`config.mk`:
```
export PLATFORM = sky130hd
export DESIGN_NAME = xmb_ctrl
export DESIGN_NICKNAME = d
export VERILOG_FILES = /design/src/rtl/xmb_pkg.sv /design/src/rtl/xmb_seq.sv /design/src/rtl/xmb_ale_gen.sv /design/src/rtl/xmb_datapath.sv /design/src/rtl/xmb_ctrl.sv
export SDC_FILE = /design/constraint.sdc
export NUM_CORES = 1
export LEC_CHECK = 0
export BUFFER_PORTS_ARGS = -buffer_cell sky130_fd_sc_hd__buf_2
export CAP_MARGIN = 20
export CELL_PAD_IN_SITES_DETAIL_PLACEMENT = 0
export CELL_PAD_IN_SITES_GLOBAL_PLACEMENT = 2
export CORE_ASPECT_RATIO = 1.1
export CORE_MARGIN = 1
export CORE_UTILIZATION = 29
export CTS_CLUSTER_DIAMETER = 30
export DETAILED_ROUTE_END_ITERATION = 7
export PLACE_DENSITY_LB_ADDON = 0.1
export SLEW_MARGIN = 0
export SYNTH_ARGS = -nofsm -noshare
export SYNTH_HDL_FRONTEND = slang
export SYNTH_HIERARCHICAL = 1
export SYNTH_SLANG_ARGS = --single-unit
```
`constraint.sdc`:
```
create_clock -name clk -period 2.1 [get_ports clk]
set_input_delay 0.315 -clock clk [delete_from_list [all_inputs] [get_ports clk]]
set_output_delay 0.315 -clock clk [all_outputs]
set_load 0.1 [all_outputs]
```
`src/rtl/xmb_pkg.sv`:
```
package xmb_pkg;
  typedef enum logic [2:0] {
    PH_IDLE  = 3'd0,
    PH_ADDR  = 3'd1,
    PH_LATCH = 3'd2,
    PH_STRB  = 3'd3,
    PH_HOLD  = 3'd4,
    PH_DONE  = 3'd5
  } phase_e;
endpackage

```
`src/rtl/xmb_seq.sv`:
```
module xmb_seq
  import xmb_pkg::*;
#(
  parameter int WS_W = 2
) (
  input  logic            clk,
  input  logic            rst_n,
  input  logic            req_valid,
  input  logic            req_write,
  input  logic [WS_W-1:0] wait_cfg,
  output logic            req_ready,
  output logic            accept,
  output phase_e          phase,
  output logic            strobe_last,
  output logic            is_wr,
  output logic            rd_n,
  output logic            wr_n,
  output logic            rsp_valid
);
  localparam int RUN_W = WS_W + 2;

  phase_e          phase_q, phase_d;
  logic [WS_W-1:0] ws_q;
  logic [WS_W-1:0] cnt_q;
  logic            wr_q;

  assign req_ready   = (phase_q == PH_IDLE);
  assign accept      = req_ready && req_valid;
  assign phase       = phase_q;
  assign is_wr       = wr_q;
  assign strobe_last = (phase_q == PH_STRB) && (cnt_q == '0);
  assign rd_n        = !((phase_q == PH_STRB) && !wr_q);
  assign wr_n        = !((phase_q == PH_STRB) && wr_q);
  assign rsp_valid   = (phase_q == PH_DONE);

  always_comb begin
    phase_d = phase_q;
    unique case (phase_q)
      PH_IDLE:  if (accept) phase_d = PH_ADDR;
      PH_ADDR:  phase_d = PH_LATCH;
      PH_LATCH: phase_d = PH_STRB;
      PH_STRB:  if (cnt_q == '0) phase_d = PH_HOLD;
      PH_HOLD:  phase_d = PH_DONE;
      PH_DONE:  phase_d = PH_IDLE;
      default:  phase_d = PH_IDLE;
    endcase
  end

  always_ff @(posedge clk) begin
    if (!rst_n) begin
      phase_q <= PH_IDLE;
      ws_q    <= '0;
      cnt_q   <= '0;
      wr_q    <= 1'b0;
    end else begin
      phase_q <= phase_d;
      if (accept) begin
        ws_q <= wait_cfg;
        wr_q <= req_write;
      end
      if (phase_q == PH_LATCH) cnt_q <= ws_q;
      else if (phase_q == PH_STRB && cnt_q != '0) cnt_q <= cnt_q - 1'b1;
    end
  end

  // Checker: length of each strobe-low run
  logic [RUN_W-1:0] low_run;
  always_ff @(posedge clk) begin
    if (!rst_n) low_run <= '0;
    else if (!rd_n || !wr_n) low_run <= low_run + 1'b1;
    else low_run <= '0;
  end

  assert_strobe_excl_R5: assert property (@(posedge clk) disable iff (!rst_n)
    !(!rd_n && !wr_n));

  assert_strobe_len_R5: assert property (@(posedge clk) disable iff (!rst_n)
    ($rose(rd_n) || $rose(wr_n)) |-> (low_run == RUN_W'(ws_q) + 1'b1));

  assert_done_pulse_R8: assert property (@(posedge clk) disable iff (!rst_n)
    rsp_valid |=> (!rsp_valid && req_ready));

  assert_no_restart_R2: assert property (@(posedge clk) disable iff (!rst_n)
    (!req_ready && !rsp_valid) |=> !req_ready);
endmodule

```
`src/rtl/xmb_ale_gen.sv`:
```
module xmb_ale_gen
  import xmb_pkg::*;
(
  input  logic   clk,
  input  logic   rst_n,
  input  phase_e phase,
  input  logic   ale_idle_off,
  output logic   ale
);
  logic tog_q;
  logic in_access;

  assign in_access = (phase == PH_ADDR) || (phase == PH_LATCH) ||
                     (phase == PH_STRB) || (phase == PH_HOLD);

  always_ff @(posedge clk) begin
    if (!rst_n) tog_q <= 1'b1;
    else        tog_q <= !tog_q;
  end

  always_comb begin
    if (in_access)         ale = (phase == PH_ADDR);
    else if (ale_idle_off) ale = 1'b1;
    else                   ale = tog_q;
  end

  logic seen_q;
  always_ff @(posedge clk) begin
    if (!rst_n) seen_q <= 1'b0;
    else        seen_q <= 1'b1;
  end

  assert_idle_toggle_R9: assert property (@(posedge clk) disable iff (!rst_n)
    (seen_q && !in_access && !ale_idle_off && $past(!in_access && !ale_idle_off))
      |-> (ale != $past(ale)));

  assert_idle_high_R9: assert property (@(posedge clk) disable iff (!rst_n)
    (!in_access && ale_idle_off) |-> ale);
endmodule

```
`src/rtl/xmb_datapath.sv`:
```
module xmb_datapath
  import xmb_pkg::*;
#(
  parameter int AW = 16,
  parameter int DW = 8
) (
  input  logic          clk,
  input  logic          rst_n,
  input  logic          accept,
  input  logic [AW-1:0] req_addr,
  input  logic          req_paged,
  input  logic [DW-1:0] req_wdata,
  input  logic [AW-DW-1:0] page_reg,
  input  logic [DW-1:0] bus_in,
  input  phase_e        phase,
  input  logic          strobe_last,
  input  logic          is_wr,
  output logic [DW-1:0] bus_out,
  output logic          bus_oe,
  output logic [AW-DW-1:0] hi_addr,
  output logic [DW-1:0] rsp_rdata
);
  localparam int HW = AW - DW;

  logic [AW-1:0] addr_q;
  logic          paged_q;
  logic [DW-1:0] wdata_q;
  logic [DW-1:0] rdata_q;
  logic          addr_ph, data_ph, in_access;

  assign addr_ph   = (phase == PH_ADDR) || (phase == PH_LATCH);
  assign data_ph   = (phase == PH_STRB) || (phase == PH_HOLD);
  assign in_access = addr_ph || data_ph;

  always_ff @(posedge clk) begin
    if (!rst_n) begin
      addr_q  <= '0;
      paged_q <= 1'b0;
      wdata_q <= '0;
      rdata_q <= '0;
    end else begin
      if (accept) begin
        addr_q  <= req_addr;
        paged_q <= req_paged;
        wdata_q <= req_wdata;
      end
      if (strobe_last && !is_wr) rdata_q <= bus_in;
    end
  end

  always_comb begin
    bus_out = '0;
    bus_oe  = 1'b0;
    if (addr_ph) begin
      bus_out = addr_q[DW-1:0];
      bus_oe  = 1'b1;
    end else if (data_ph && is_wr) begin
      bus_out = wdata_q;
      bus_oe  = 1'b1;
    end
  end

  assign hi_addr   = (in_access && !paged_q) ? addr_q[AW-1:DW] : page_reg;
  assign rsp_rdata = rdata_q;

  assert_read_hiz_R7: assert property (@(posedge clk) disable iff (!rst_n)
    (data_ph && !is_wr) |-> !bus_oe);

  assert_hi_width_R4: assert property (@(posedge clk) disable iff (!rst_n)
    (!in_access) |-> (hi_addr == HW'(page_reg)));
endmodule

```
`src/rtl/xmb_ctrl.sv`:
```
module xmb_ctrl
  import xmb_pkg::*;
#(
  parameter int AW   = 16,
  parameter int DW   = 8,
  parameter int WS_W = 2
) (
  input  logic             clk,
  input  logic             rst_n,
  input  logic             req_valid,
  output logic             req_ready,
  input  logic             req_write,
  input  logic [AW-1:0]    req_addr,
  input  logic             req_paged,
  input  logic [DW-1:0]    req_wdata,
  input  logic [WS_W-1:0]  wait_cfg,
  input  logic             ale_idle_off,
  input  logic [AW-DW-1:0] page_reg,
  output logic             rsp_valid,
  output logic [DW-1:0]    rsp_rdata,
  output logic             ale,
  output logic             rd_n,
  output logic             wr_n,
  output logic [AW-DW-1:0] hi_addr,
  output logic [DW-1:0]    bus_out,
  output logic             bus_oe,
  input  logic [DW-1:0]    bus_in
);
  phase_e phase;
  logic   accept, strobe_last, is_wr;

  xmb_seq #(.WS_W(WS_W)) u_seq (
    .clk(clk), .rst_n(rst_n), .req_valid(req_valid), .req_write(req_write),
    .wait_cfg(wait_cfg), .req_ready(req_ready), .accept(accept), .phase(phase),
    .strobe_last(strobe_last), .is_wr(is_wr), .rd_n(rd_n), .wr_n(wr_n),
    .rsp_valid(rsp_valid)
  );

  xmb_ale_gen u_ale (
    .clk(clk), .rst_n(rst_n), .phase(phase), .ale_idle_off(ale_idle_off), .ale(ale)
  );

  xmb_datapath #(.AW(AW), .DW(DW)) u_dp (
    .clk(clk), .rst_n(rst_n), .accept(accept), .req_addr(req_addr),
    .req_paged(req_paged), .req_wdata(req_wdata), .page_reg(page_reg),
    .bus_in(bus_in), .phase(phase), .strobe_last(strobe_last), .is_wr(is_wr),
    .bus_out(bus_out), .bus_oe(bus_oe), .hi_addr(hi_addr), .rsp_rdata(rsp_rdata)
  );

  assert_addr_stable_R3: assert property (@(posedge clk) disable iff (!rst_n)
    ($fell(ale) && !req_ready && !rsp_valid)
      |-> (bus_oe && $stable(bus_out) && $stable(hi_addr)));

  assert_read_strobe_hiz_R7: assert property (@(posedge clk) disable iff (!rst_n)
    (!rd_n) |-> !bus_oe);

  assert_write_hold_R6: assert property (@(posedge clk) disable iff (!rst_n)
    $rose(wr_n) |-> (bus_oe && $stable(bus_out)));

  assert_write_drive_R6: assert property (@(posedge clk) disable iff (!rst_n)
    (!wr_n) |-> bus_oe);

  assert_idle_quiet_R1: assert property (@(posedge clk) disable iff (!rst_n)
    req_ready |-> (rd_n && wr_n && !bus_oe));
endmodule

```
==> impl_metrics.csv <==
group,metric,value,unit
outcome,status,"finished, final reports clean",
timing,fin_crit_sh,0.954,
floorplanning,die_x,82.8,um
clocking,cts_buffers,5,
worst_setup_path,slowest_delay,0.34,ns
grt,grt-ovfl-total,0,
floorplanning,die_area,7520,sq um
routing,vias_per_cell,4.67,
clocking,h-tree-depth,2,
placed_design,portBuffers,77,
grt,antenna_found_initial,0,
placed_design,place_congestion,0.751,
worst_setup_path,path_cells,"o21a_1 > nor3_4 > buf_6 > mux2_2 > buf_4",
layout,syn_to_final_growth,43.5,%
pwr,p_seq_frac,0.394,
pwr,leakagePower,1.24,nW
layout,n_fill_cell,737,
routing,ant_nets,0,
grt,grt_max_degree,32,
routing,vias,1760,
pwr,swShare,0.386,
synth,synth_top_flop_cell,"dfxtp_1",
worst_hold_path,hold_path.class,"primary input to register",
grt,grt.total_usage,0.146,
timing,tightest_slew,0.492,ns
grt,grt_pass1_vias,1693,
worst_hold_path,whs_path_depth,3,
pwr,p_per_area,755,nW/um^2
synth,netlist.area_leader.share,0.404,
layout,diodes,0,
timing,hold_viol_final,0,
synth,synth_most_common_cell,"dfxtp_1",
worst_setup_path,slowest_stage,"dfxtp_1",
synth,synth_edf_count,0,
timing,fin_crit,2.00,ns
timing,maxSlewHeadroom,0.674,
job,cap_violations,0,
synth,syn_area_per_cell,9.81,sq um
placed_design,dp_hpwl,3.70,mm
routing,wirelength,5.09,mm
timing,skew,0.00334,ns
worst_setup_path,worstSetupPathType,"register to output port",
timing,fmax,0.499,GHz
clocking,cts_root_buf,"clkbuf_8",
pwr,p_total,2.25,mW
worst_setup_path,worst-r2r-cell-count,5,
clocking,cts.path.max_buffers,2,
pwr,peakVddDrop,0.391,mV
synth,synthCells,212,
synth,syn-cell-area,2080,sq um
clocking,cts_tree,"done",
synth,ys_types,38,
pwr,p_comb_frac,0.383,
floorplanning,pin_count,78,
timing,tns,0,ns
worst_setup_path,arrival,1.69,ns
layout,layout.nets,341,
worst_setup_path,required,1.78,ns
routing,wl_per_cell,13.5,um
synth,yosys_warnings,6,
floorplanning,rows,32,
synth,seq_area_frac_synth,0.404,
synth,synthTopCellsByCount,"42 x dfxtp_1, 38 x nor2b_1, 35 x mux2i_1",
worst_setup_path,crit_path_end_kind,"output port",
synth,synth.area.top_cells,"dfxtp_1 40%, mux2i_1 17%, nor2b_1 11%, mux2_2 4.3%, o21ai_0 2.4%",
routing,dr.pass1.iters,4,
pwr,p_int,1.38,mW
clocking,path_clk_slew,0.08,ns
floorplanning,initial_utilization,0.299,
grt,grt_pass1_wl,8.24,mm
synth,synth-seq-cells,42,
layout,drive_gt1_frac,0.425,
pwr,clock_power_share,0.223,
synth,synth.net_count,261,
routing,drtIter0Drc,51,
synth,yosys.area.top_type,"dfxtp_1",
pwr,p_sw,869,uW
synth,async_flop_share,0,
routing,drc,0,
clocking,clkLatencyLatePin,0.29,ns
timing,drv_slew,0,
worst_setup_path,cp_max_fo,8,
clocking,clock_sinks,42,
timing,rsz0062_at_grt,"no",
floorplanning,dieHeight,90.8,um
worst_setup_path,startpoint_type,"register",
timing,setup_violations,0,
floorplanning,core,6970,sq um
metal layers:
metal	global-route usage	routed length (um)	vias to the layer above
li1	-	-	895
met5	0	0	-
met1	0.169	2200	817
met3	0.0414	254	7
met2	0.250	2570	41
met4	0.0474	72	0
registers in the layout (all words and copies together), names as in the netlist:
name,cells
u_dp/wdata_q,8
u_dp/addr_q,16
u_seq/ws_q,2
u_seq/is_wr,1
u_dp/rsp_rdata,8
u_dp/paged_q,1
u_ale/tog_q,1
u_seq/phase,3
u_seq/cnt_q,2
cells in the final DEF, fill, tap and decap left out, drive strengths merged, types with 5 or more instances in the layout:
| master | n |
|---|---|
| dfxtp | 42 |
| mux2 | 8 |
| a22oi | 6 |
| o21ai | 10 |
| nor2 | 7 |
| nor2b | 39 |
| nor3 | 5 |
| buf | 88 |
| nand2 | 12 |
| mux2i | 35 |
| nand3 | 5 |
| clkbuf | 5 |
stage by stage:
step,utilization,setup slack [ns],cell area (sq um),instances,hold WS [ns]
2_1_floorplan,-,-0.685,2160,212,0.358
3_3_place_gp,0.410,0.269,2860,370,0.367
3_5_place_dp,0.410,0.274,2860,370,0.371
4_1_cts,0.425,0.0156,2960,377,0.236
5_1_grt,0.429,0.00162,2990,377,0.246
6_report,0.429,0.0960,2990,377,0.242
final timing paths:
check	from	endpoint	slack, ns
worst max-delay path	u_seq/phase[1]	hi_addr[0]	0.1
worst min-delay path	wait_cfg[1]	u_seq/ws_q[1]	0.24
worst max register to register	u_seq/phase[2]	u_dp/wdata_q[1]	0.57
worst min register to register	u_ale/tog_q	u_ale/tog_q	0.39
logic make-up after synthesis:
family	count (synthesis)	share of synthesized area
xor+xnor	1	0.00421
fa+ha+maj	1	0.00601
mux	43	0.212
flops	42	0.404
simple gates	79	0.237
compound gates	27	0.0878
buf+inv	19	0.0493
power groups by stage:
| stage | sequential [mW] | clock [mW] | combinational (mW) |
|---|---|---|---|
| after CTS | 0.888 | 0.532 | 0.863 |
| after floorplan | 0.923 | 0 | 0.611 |
| after global routing | 0.897 | 0.565 | 0.914 |
| final | 0.888 | 0.502 | 0.864 |
| after global placement | 0.906 | 0 | 0.839 |
| after detailed placement | 0.906 | 0 | 0.845 |
critical path: cells and delay by family, from the launching register on:
family,cells,cell delay [ns]
flops,1,0.34
simple gates,1,0.12
mux,1,0.33
compound gates,1,0.21
buf+inv,2,0.39
repair_timing:
action / in CTS / in global routing
gates resized for setup: 9 / 8
setup endpoints to repair: 11 / 12
setup buffers: 0 / 0
hold buffers: 0 / 0
area by class of cell:
| cell class | instances | area (sq um) | share of cell area |
|---|---|---|---|
| Inverter | 4 | 15.0 | 0.00503 |
| Multi-Input combinational cell | 151 | 1220 | 0.410 |
| Clock buffer | 5 | 68.8 | 0.0231 |
| Timing Repair Buffer | 88 | 718 | 0.241 |
| Clock inverter | 2 | 10.0 | 0.00335 |
| Tap cell | 85 | 106 | 0.0356 |
| Sequential cell | 42 | 842 | 0.282 |
(Power assumes the default switching activity.)
